==> src/rtl/plm_pkg.sv <==
// plm_pkg: default geometry shared by the prefix-length match entry.
// Assumes the address width is a whole multiple of the group width.
package plm_pkg;
    localparam int unsigned PLM_ADDR_W = 32;
    localparam int unsigned PLM_GRP_W  = 8;
endpackage

==> src/rtl/plm_store.sv <==
// plm_store: prefix, mask and in-use storage for one entry.
// Each register has its own write enable; the prefix and mask share one
// data word. The outputs are the registered values, so a search in the
// same cycle as a write sees the old contents.
module plm_store #(
    parameter int unsigned ADDR_W = plm_pkg::PLM_ADDR_W
) (
    input  logic              clk,
    input  logic              rst_n,
    input  logic [ADDR_W-1:0] wr_word,
    input  logic              wr_pfx_en,
    input  logic              wr_msk_en,
    input  logic              wr_used_en,
    input  logic              wr_used,
    output logic [ADDR_W-1:0] pfx_q,
    output logic [ADDR_W-1:0] msk_q,
    output logic              used_q
);
    // Prefix register: loaded only by its own enable.
    always_ff @(posedge clk) begin
        if (!rst_n)         pfx_q <= '0;
        else if (wr_pfx_en) pfx_q <= wr_word;
    end

    // Mask register: loaded only by its own enable.
    always_ff @(posedge clk) begin
        if (!rst_n)         msk_q <= '0;
        else if (wr_msk_en) msk_q <= wr_word;
    end

    // In-use flag: cleared by reset, set or cleared by a write.
    always_ff @(posedge clk) begin
        if (!rst_n)          used_q <= 1'b0;
        else if (wr_used_en) used_q <= wr_used;
    end
endmodule

==> src/rtl/plm_group_cmp.sv <==
// plm_group_cmp: per-group leading-run detector.
// Input bit GRP_W-1 is the most significant bit of the group. A one means
// the bit matches under the mask. grp_full is set when all bits match.
// run_therm[k] is set when the top k+1 bits all match.
module plm_group_cmp #(
    parameter int unsigned GRP_W = plm_pkg::PLM_GRP_W
) (
    input  logic [GRP_W-1:0] grp_eq,
    output logic             grp_full,
    output logic [GRP_W-2:0] run_therm
);
    // Whole-group agreement.
    assign grp_full = &grp_eq;

    // Leading-run thermometer, one AND tree per length.
    for (genvar k = 0; k < GRP_W - 1; k++) begin : g_run
        assign run_therm[k] = &grp_eq[GRP_W-1 -: k+1];
    end
endmodule

==> src/rtl/plm_len_encode.sv <==
// plm_len_encode: turns the masked bit-agreement vector into the
// two-field length code {group thermometer, partial thermometer}.
// Group 0 is the most significant group. The partial field is taken from
// the first group that is not fully matched, and is zero if there is none.
module plm_len_encode #(
    parameter int unsigned ADDR_W = plm_pkg::PLM_ADDR_W,
    parameter int unsigned GRP_W  = plm_pkg::PLM_GRP_W,
    localparam int unsigned NGRP   = ADDR_W / GRP_W,
    localparam int unsigned FINE_W = GRP_W - 1
) (
    input  logic [ADDR_W-1:0] bit_eq,
    output logic [NGRP-1:0]   grp_therm,
    output logic [FINE_W-1:0] fine_therm
);
    logic [NGRP-1:0]   full;
    logic [FINE_W-1:0] run [NGRP];
    logic [NGRP-1:0]   sel;

    for (genvar g = 0; g < NGRP; g++) begin : g_grp
        plm_group_cmp #(.GRP_W(GRP_W)) u_cmp (
            .grp_eq   (bit_eq[ADDR_W-1-g*GRP_W -: GRP_W]),
            .grp_full (full[g]),
            .run_therm(run[g])
        );
        // Group thermometer: all groups down to this one fully match.
        if (g == 0) begin : g_first
            assign grp_therm[g] = full[g];
            assign sel[g]       = ~full[g];
        end else begin : g_rest
            assign grp_therm[g] = grp_therm[g-1] & full[g];
            assign sel[g]       = grp_therm[g-1] & ~full[g];
        end
    end

    // Partial field: OR of the run codes, gated by the single breaking group.
    always_comb begin
        fine_therm = '0;
        for (int g = 0; g < NGRP; g++) begin
            if (sel[g]) fine_therm = fine_therm | run[g];
        end
    end


    always_comb begin
        sel_onehot_chk: assert ($onehot0(sel));
    end
endmodule

==> src/rtl/prefix_len_entry.sv <==
// prefix_len_entry: one routing-table entry that reports, as a registered
// two-field thermometer code, the length of the masked prefix match
// between a search key and its stored prefix. The mask is assumed to be
// contiguous from the MSB. Searches see the contents held before any
// write in the same cycle.
module prefix_len_entry #(
    parameter int unsigned ADDR_W = plm_pkg::PLM_ADDR_W,
    parameter int unsigned GRP_W  = plm_pkg::PLM_GRP_W,
    localparam int unsigned NGRP   = ADDR_W / GRP_W,
    localparam int unsigned FINE_W = GRP_W - 1,
    localparam int unsigned CODE_W = NGRP + FINE_W
) (
    input  logic              clk,
    input  logic              rst_n,
    input  logic [ADDR_W-1:0] wr_word,
    input  logic              wr_pfx_en,
    input  logic              wr_msk_en,
    input  logic              wr_used_en,
    input  logic              wr_used,
    input  logic [ADDR_W-1:0] srch_key,
    input  logic              srch_en,
    output logic [CODE_W-1:0] res_code,
    output logic              res_vld
);
    logic [ADDR_W-1:0] pfx_q, msk_q;
    logic              used_q;
    logic [ADDR_W-1:0] bit_eq;
    logic [NGRP-1:0]   grp_therm;
    logic [FINE_W-1:0] fine_therm;

    plm_store #(.ADDR_W(ADDR_W)) u_store (
        .clk       (clk),
        .rst_n     (rst_n),
        .wr_word   (wr_word),
        .wr_pfx_en (wr_pfx_en),
        .wr_msk_en (wr_msk_en),
        .wr_used_en(wr_used_en),
        .wr_used   (wr_used),
        .pfx_q     (pfx_q),
        .msk_q     (msk_q),
        .used_q    (used_q)
    );

    // Per-bit agreement, counted only where the mask allows it.
    assign bit_eq = ~(srch_key ^ pfx_q) & msk_q;

    plm_len_encode #(.ADDR_W(ADDR_W), .GRP_W(GRP_W)) u_enc (
        .bit_eq    (bit_eq),
        .grp_therm (grp_therm),
        .fine_therm(fine_therm)
    );

    // Result register: captures the gated code on a search strobe.
    always_ff @(posedge clk) begin
        if (!rst_n)       res_code <= '0;
        else if (srch_en) res_code <= used_q ? {grp_therm, fine_therm} : '0;
    end

    // Result-valid flag: follows the strobe by one cycle.
    always_ff @(posedge clk) begin
        if (!rst_n) res_vld <= 1'b0;
        else        res_vld <= srch_en;
    end


    grp_therm_chk: assert property (@(posedge clk) disable iff (!rst_n)
        ((res_code[CODE_W-1:FINE_W] + 1'b1) & res_code[CODE_W-1:FINE_W]) == '0);


    fine_zero_when_full_chk: assert property (@(posedge clk) disable iff (!rst_n)
        (&res_code[CODE_W-1:FINE_W]) |-> (res_code[FINE_W-1:0] == '0));


    len_bound_chk: assert property (@(posedge clk) disable iff (!rst_n)
        srch_en |=> ($countones(res_code[CODE_W-1:FINE_W]) * GRP_W
                     + $countones(res_code[FINE_W-1:0]))
                    <= $past($countones(msk_q)));


    unused_zero_chk: assert property (@(posedge clk) disable iff (!rst_n)
        (srch_en && !used_q) |=> (res_code == '0));


    hold_chk: assert property (@(posedge clk) disable iff (!rst_n)
        !srch_en |=> ($stable(res_code) && !res_vld));


    vld_chk: assert property (@(posedge clk) disable iff (!rst_n)
        srch_en |=> res_vld);
endmodule

==> config.mk <==
export PLATFORM = sky130hd
export DESIGN_NAME = prefix_len_entry
export DESIGN_NICKNAME = d
export VERILOG_FILES = /design/src/rtl/plm_pkg.sv /design/src/rtl/plm_store.sv /design/src/rtl/plm_group_cmp.sv /design/src/rtl/plm_len_encode.sv /design/src/rtl/prefix_len_entry.sv
export SDC_FILE = /design/constraint.sdc
export NUM_CORES = 1
export LEC_CHECK = 0
export BUFFER_PORTS_ARGS = -buffer_cell sky130_fd_sc_hd__buf_2
export CORE_MARGIN = 2
export CORE_UTILIZATION = 59
export CTS_CLUSTER_SIZE = 10
export DETAILED_ROUTE_END_ITERATION = 8
export PLACE_DENSITY_LB_ADDON = 0.3
export SETUP_SLACK_MARGIN = 0.05
export SLEW_MARGIN = 40
export SYNTH_ARGS = -nofsm -noshare
export SYNTH_HDL_FRONTEND = slang
export SYNTH_SLANG_ARGS = --single-unit
==> constraint.sdc <==
create_clock -name clk -period 3.1 [get_ports clk]
set_clock_uncertainty 0.05 [all_clocks]
set_input_delay 0.31 -clock clk [delete_from_list [all_inputs] [get_ports clk]]
set_output_delay 0.31 -clock clk [all_outputs]
set_load 0.02 [all_outputs]
==> results.tsv, run 1 <==
stage	metric	value	unit
detailed_routing	detailedRoute.firstIterationViolations	156	
detailed_routing	top_signal_layer_used	met4	
synth	synth_async_sr_flop_share	0	%
synth	cell_types_occupying_the_most_area_after_synthesis	dfxtp_1 40%, mux2i_1 17%, nor2b_1 12%	
synth	synth_enable_flop_cells	0	
sta	slew_violations	0	
clock_tree	post-cts-setup-buffers	0	
layout	antenna_cells	0	
sta	slew-limit-headroom	61.76	%
layout	num-fill-cells	499	
die	core	0.006350	mm2
clock_tree	clk_pin_slew	0.08	ns
layout	mostFrequentLayoutCell	buf_2	
die	io_pins	83	
sta	timing.fmax	492.0	MHz
layout	design_area	0.004517	mm2
clock_tree	h-tree-depth	3	
synth	yosysUniqueCellTypes	53	
sta	tightest_slew	0.5736	ns
detailed_routing	dr_wl_met2	4044	um
clock_tree	cts.root.buffer_cell	clkbuf_8	
synth	ys.warnings.count	0	
die	fp.dieArea	0.007205	mm2
setup_path	crit_path_dat	2.25	ns
synth	post-synth-top-area-cell	dfxtp_1	
global_routing	grt_start_max_net_pins	48	
setup_path	critPathCaptureType	flip-flop	
sta	setup-violations-final	0	
synth	synth-seq-area-share	39.94	%
detailed_routing	wl_met1	3770	um
layout	layoutNonFillerInstCount	542	
synth	prevailing_post_synth_register_cell	dfxtp_1	
layout	most-common-layout-cells	80 x buf_2, 77 x dfxtp_1, 73 x nor2b_1	
power	vdd_drop_max	0.5059	mV
setup_path	critical_path.max_fanout	9	
synth	synth.top_cell.area_share	39.94	%
synth	synthesis.area_per_instance	10.03	um2
placement	detailed_place_hpwl	6178	um
detailed_routing	wire_per_inst	15.53	um
detailed_routing	number_of_detailed_route_iterations_in_the_first_pass	4	
setup_path	worstPathRequired	3.32	ns
clock_tree	cts_buffers	9	
setup_path	timing.setup.critical_path_class	flip-flop to flip-flop	
placement	placement.io_buffers	82	
placement	routabilityCongestion	0.8449	
detailed_routing	met3RoutedLength	445	um
sta	count_of_endpoints_failing_hold_in_the_final_timing_report	0	
clock_tree	tritoncts	done	
clock_tree	clockBufferDepth	2	
layout	area_growth_syn_to_layout	17.02	%
status	outcome	finished clean	
detailed_routing	drt_drc_violations_left	0	
die	die_w	84.89	um
global_routing	grt_overall_usage	24.37	%
synth	mappedNetlistNets	456	
global_routing	grt_antenna_before_repair	0	
sta	finalWorstPathRequiredPeriod	2.033	ns
placement	area_of_placed_instances	0.004315	mm2
synth	synth_cells	385	
die	die_h	84.89	um
setup_path	worstSetupStartpointType	flip-flop	
min_path	hp-class	primary input to flip-flop	
die	row_count	29	
die	initial_utilization	60.79	%
synth	ys_seq_elements	77	
detailed_routing	viasPerCell	5.594	
power	power_per_cell_area	473.3	mW/mm2
detailed_routing	finalWirelength	8416	um
layout	design.final.nets	533	
global_routing	grt_pass1_vias	3077	
clock_tree	postCtsHoldBufs	0	
run	timing.max_cap.violations	0	
clock_tree	cts_sinks	77	
synth	post_synth_instance_area	0.003860	mm2
layout	drive_gt1_share	24.95	%
sta	rsz0062_at_grt	no	
power	static-leakage-power	1.906	nW
sta	finalSetupTns	0	ns
detailed_routing	ant_nets	0	
detailed_routing	via_count	3032	
clock_tree	clk-insertion-delay-late	0.34	ns
placement	placed_cells	528	
sta	final_min_period_over_clock_period	65.57	%
global_routing	gr-total-overflow	0	
global_routing	wire_length_of_the_first_global_routing_pass	14170	um
clock_tree	cts_resized	0	
-- where the power goes --
group / internal (mW) / leakage (nW) / switching (mW) / total, mW
clock: 0.442 / 0.101 / 0.354 / 0.796
combinational: 0.135 / 1.17 / 0.128 / 0.263
sequential: 1.04 / 0.634 / 0.0398 / 1.08
-- cell type report --
class | count | area [um2] | area share (%)
Clock inverter | 5 | 77.57 | 1.717
Tap cell | 77 | 96.34 | 2.133
Clock buffer | 9 | 123.9 | 2.742
Timing Repair Buffer | 84 | 430.4 | 9.529
Inverter | 1 | 3.754 | 0.08310
Sequential cell | 77 | 1541 | 34.13
Multi-Input combinational cell | 289 | 2243 | 49.67
-- metal layers --
metal  track usage (%)  up-vias
met5                 0        -
met1             31.81     1420
met3             4.475       13
met2             40.30       85
met4             9.380        0
li1                  -     1514
-- critical path, cell delays in order (launching register included) --
cell	delay, ns
dfxtp_1	0.33
xnor2_1	0.26
nand4_1	0.30
nor4_4	0.42
and4b_1	0.31
a22oi_1	0.11
a21oi_1	0.17
-- worst paths after layout --
path | endpoint | slack (ns) | start | depth (start not counted)
setup / recovery | res_code[1] | 1.07 | u_store.pfx_q[22] | 6
hold / removal | u_store.used_q | 0.18 | wr_used | 3
setup reg to reg | res_code[1] | 1.07 | u_store.pfx_q[22] | 6
hold reg to reg | res_code[9] | 0.44 | res_code[9] | 2
-- synthesized netlist by cell type, types with 2 or more instances --
master and n:
nor4_1 3, buf_1 6, and2_1 4, a21oi_1 9, xnor2_2 4, a21boi_1 2, nand4_4 2, nor4_2 2
nor2_1 5, nor2b_1 73, a31oi_1 3, xnor2_1 27, and3_1 5, mux2i_1 65, nand2_1 16, dfxtp_1 77
o211ai_1 4, nor3_1 3, clkbuf_1 11, o21ai_0 7, nand2b_1 3, nor4_4 2, or3_1 2, nand4_1 17
nand3_1 2, and4_1 4
-- stage by stage --
stage | utilization [%] | setup WS (ns) | power, mW | hold slack [ns]
after floorplan | - | 1.304 | 1.272 | 0.4238
after global placement | 67.88 | 1.103 | 1.355 | 0.4102
after detailed placement | 67.96 | 1.043 | 1.366 | 0.4190
after CTS | 71.13 | 1.103 | 2.151 | 0.1837
after global routing | 71.13 | 0.8500 | 2.231 | 0.1903
final | 71.13 | 1.067 | 2.138 | 0.1830
-- kinds of logic (layout without fill, tap and decap cells) --
logic type,Yosys count,count (layout),share of synthesized area [%]
muxes,66,66,17.15
and+or+nand+nor,155,155,26.84
buffers and inverters,19,99,1.945
xor gates and xnor gates,32,32,8.039
DFF,77,77,39.94
AOI/OAI and AO/OA,36,36,6.094
-- flip-flops by register name, indices dropped and copies added (netlist names) --
signal and flops:
res_code 11, res_vld 1, u_store.pfx_q 32, u_store.used_q 1
u_store.msk_q 32
Power figures use the tool's default switching activity.
==> inputs of run 2 (changes only) <==
--- a/config.mk
+++ b/config.mk
@@ -7,7 +7,7 @@
 export LEC_CHECK = 0
 export BUFFER_PORTS_ARGS = -buffer_cell sky130_fd_sc_hd__buf_2
 export CORE_MARGIN = 2
-export CORE_UTILIZATION = 59
+export CORE_UTILIZATION = 54
 export CTS_CLUSTER_SIZE = 10
 export DETAILED_ROUTE_END_ITERATION = 8
 export PLACE_DENSITY_LB_ADDON = 0.3
==> constraint.sdc (replaced) <==
create_clock -name clk -period 1.9 [get_ports clk]
set_clock_uncertainty 0.05 [all_clocks]
set_input_delay 0.19 -clock clk [delete_from_list [all_inputs] [get_ports clk]]
set_output_delay 0.19 -clock clk [all_outputs]
set_load 0.02 [all_outputs]
==> results.tsv, run 2 (same netlist as run 1, synthesis figures left out) <==
stage	metric	value	unit	change
layout	mostFrequentLayoutCell	buf_2		
clock_tree	postCtsHoldBufs	0		unchanged
global_routing	gr-total-overflow	0		unchanged
sta	finalWorstPathRequiredPeriod	1.919	ns	-0.1133 ns
global_routing	grt_overall_usage	25.25	%	+0.88 points
clock_tree	cts_buffers	9		unchanged
detailed_routing	viasPerCell	5.430		-2.9%
clock_tree	h-tree-depth	3		unchanged
detailed_routing	finalWirelength	9836	um	+17%
min_path	holdCritStartpoint	wr_word[19]		
layout	design.final.nets	572		+7.3%
power	internal_power	3.001	mW	+86%
placement	detailed_place_hpwl	6372	um	+3.1%
global_routing	grt_antenna_before_repair	0		unchanged
detailed_routing	number_of_detailed_route_iterations_in_the_first_pass	4		unchanged
power	power_per_cell_area	762.3	mW/mm2	+61%
die	initial_utilization	56.19	%	-4.6 points
sta	count_of_endpoints_failing_hold_in_the_final_timing_report	0		unchanged
power	vdd_drop_max	0.4838	mV	-4.4%
detailed_routing	detailedRoute.firstIterationViolations	254		+63%
layout	layoutNonFillerInstCount	602		+11%
sta	worst_slack	-0.01924	ns	-1.087 ns
min_path	timing.hold.worst_path_depth	3		unchanged
setup_path	rr_worst_depth	7		+1
sta	slew-limit-headroom	71.35	%	+9.6 points
power	sum_of_internal_switching_and_leakage_power	3.894	mW	+82%
sta	final_min_period_over_clock_period	101.0	%	+35 points
power	static-leakage-power	2.251	nW	+18%
placement	placement.io_buffers	82		unchanged
placement	placed_cells	564		+6.8%
sta	setup-violations-final	2		+2
clock_tree	clk-insertion-delay-late	0.35	ns	about the same
setup_path	critical_path.max_fanout	9		unchanged
sta	slew_violations	0		unchanged
setup_path	slowest_stage	dfxtp_1		
clock_tree	clk_pin_slew	0.08	ns	about the same
status	outcome	finished, violations left		
setup_path	crit_path_dat	2.14	ns	-0.11 ns
detailed_routing	drt_drc_violations_left	0		unchanged
power	switching_power	893.1	uW	+71%
die	io_pins	83		unchanged
sta	timing.fmax	521.0	MHz	+5.9%
clock_tree	clockBufferDepth	2		unchanged
layout	largestRegisters	u_store.msk_q x32, u_store.pfx_q x32, res_code x11		
setup_path	timing.setup.critical_path_class	flip-flop to flip-flop		
detailed_routing	ant_nets	0		unchanged
power	pwr-share-clk	40.7	%	+3.5 points
clock_tree	tritoncts	done		
power	pwr-share-comb	13.8	%	+1.5 points
setup_path	reg2reg_from	u_store.pfx_q[21]		
setup_path	cpPeakStageDelay	0.34	ns	-0.08 ns
setup_path	worstPathRequired	2.12	ns	-1.20 ns
layout	area_growth_syn_to_layout	32.35	%	
min_path	hp-class	primary input to flip-flop		
sta	rsz0062_at_grt	yes		
die	core	0.006869	mm2	+8.2%
layout	most-common-layout-cells	83 x buf_2, 73 x nor2b_1, 67 x dfxtp_1		
run	timing.max_cap.violations	0		unchanged
setup_path	critPathCaptureType	flip-flop		
setup_path	worst_setup_path_startpoint	u_store.pfx_q[21]		
detailed_routing	wire_per_inst	16.34	um	+5.2%
die	row_count	30		+3.4%
power	p_sw_share	22.93	%	-1.5 points
setup_path	worstSetupStartpointType	flip-flop		
detailed_routing	via_count	3269		+7.8%
die	die_w	88.55	um	+4.3%
layout	antenna_cells	0		unchanged
setup_path	critical_path.cell_chain	xnor2_2 > nand4_1 > nor4_4 > buf_4 > and4b_1 > a22oi_2 > a21oi_2		
placement	routabilityCongestion	0.8781		+3.9%
global_routing	grt_pass1_vias	3289		+6.9%
status	failed_checks	setup timing		
die	die_h	88.55	um	+4.3%
clock_tree	cts.root.buffer_cell	clkbuf_8		
die	fp.dieArea	0.007840	mm2	+8.8%
layout	num-fill-cells	497		-0.40%
clock_tree	cts_sinks	77		unchanged
global_routing	grt_start_max_net_pins	56		+17%
global_routing	wire_length_of_the_first_global_routing_pass	15310	um	+8.1%
sta	tightest_slew	0.4298	ns	-0.1438 ns
layout	drive_gt1_share	36.96	%	+12 points
power	share_seq_of_total_power	45.5	%	-5.0 points
run 2: worst max-delay path, delay by kind of cell, from the launching register on:
family | cells | cell delay, ns
DFF | 1 | 0.34
xor gates and xnor gates | 1 | 0.20
buffers and inverters | 1 | 0.19
and+or+nand+nor | 3 | 0.78
AOI/OAI and AO/OA | 2 | 0.28
run 2: path summary, 6_finish.rpt:
check	to	slack [ns]
setup / recovery	res_code[1]	-0.02
hold / removal	u_store.msk_q[19]	0.06
setup reg to reg	res_code[1]	-0.02
hold reg to reg	res_code[9]	0.44
run 2: through the flow:
stage	cell area, um2	util (%)	setup WS [ns]	hold slack, ns	TNS [ns]
6_report	5109	74.37	-0.01924	0.06149	-0.02039
2_1_floorplan	3860	-	0.1042	0.3091	0
3_5_place_dp	4487	65.32	-0.07645	0.4210	-0.2404
4_1_cts	4942	71.95	0.05031	0.04813	0
5_1_grt	5109	74.37	-0.08498	0.06996	-0.2829
3_3_place_gp	4487	65.32	0.01798	0.4137	0
run 2: final cells by class:
type / instances / area (um2) / share of cell area [%]
clock buffer: 12 / 135.1 / 2.645
clock inverter: 4 / 120.1 / 2.351
inverter: 1 / 3.754 / 0.07348
multi-input combinational: 289 / 2431 / 47.59
sequential: 77 / 1554 / 30.42
tap: 96 / 120.1 / 2.351
timing repair buffer: 123 / 744.5 / 14.57
run 2: what timing repair did:
item | 4_1_cts | 5_1_grt
resized for setup | 18 | 24
pin swaps | 20 | 17
cloned | 1 | 0
setup buffers | 12 | 9
setup endpoints to repair | 10 | 10
run 2: metal layers:
metal  GRT usage (%)  routed length (um)  vias up
li1                -                   -     1596
met1           31.16                4085     1528
met4           9.642                 174        0
met2           43.81                4977      125
met5               0                   0        -
met3           4.664                 599       20
run 2: power groups by stage:
| stage | Sequential, mW | Clock, mW | Combinational, mW |
|---|---|---|---|
| finish | 1.77 | 1.58 | 0.538 |
| global route | 1.78 | 1.68 | 0.583 |
| CTS | 1.76 | 1.61 | 0.496 |
| detailed placement | 1.80 | 0 | 0.459 |
| global placement | 1.79 | 0 | 0.449 |
| floorplan | 1.78 | 0 | 0.292 |
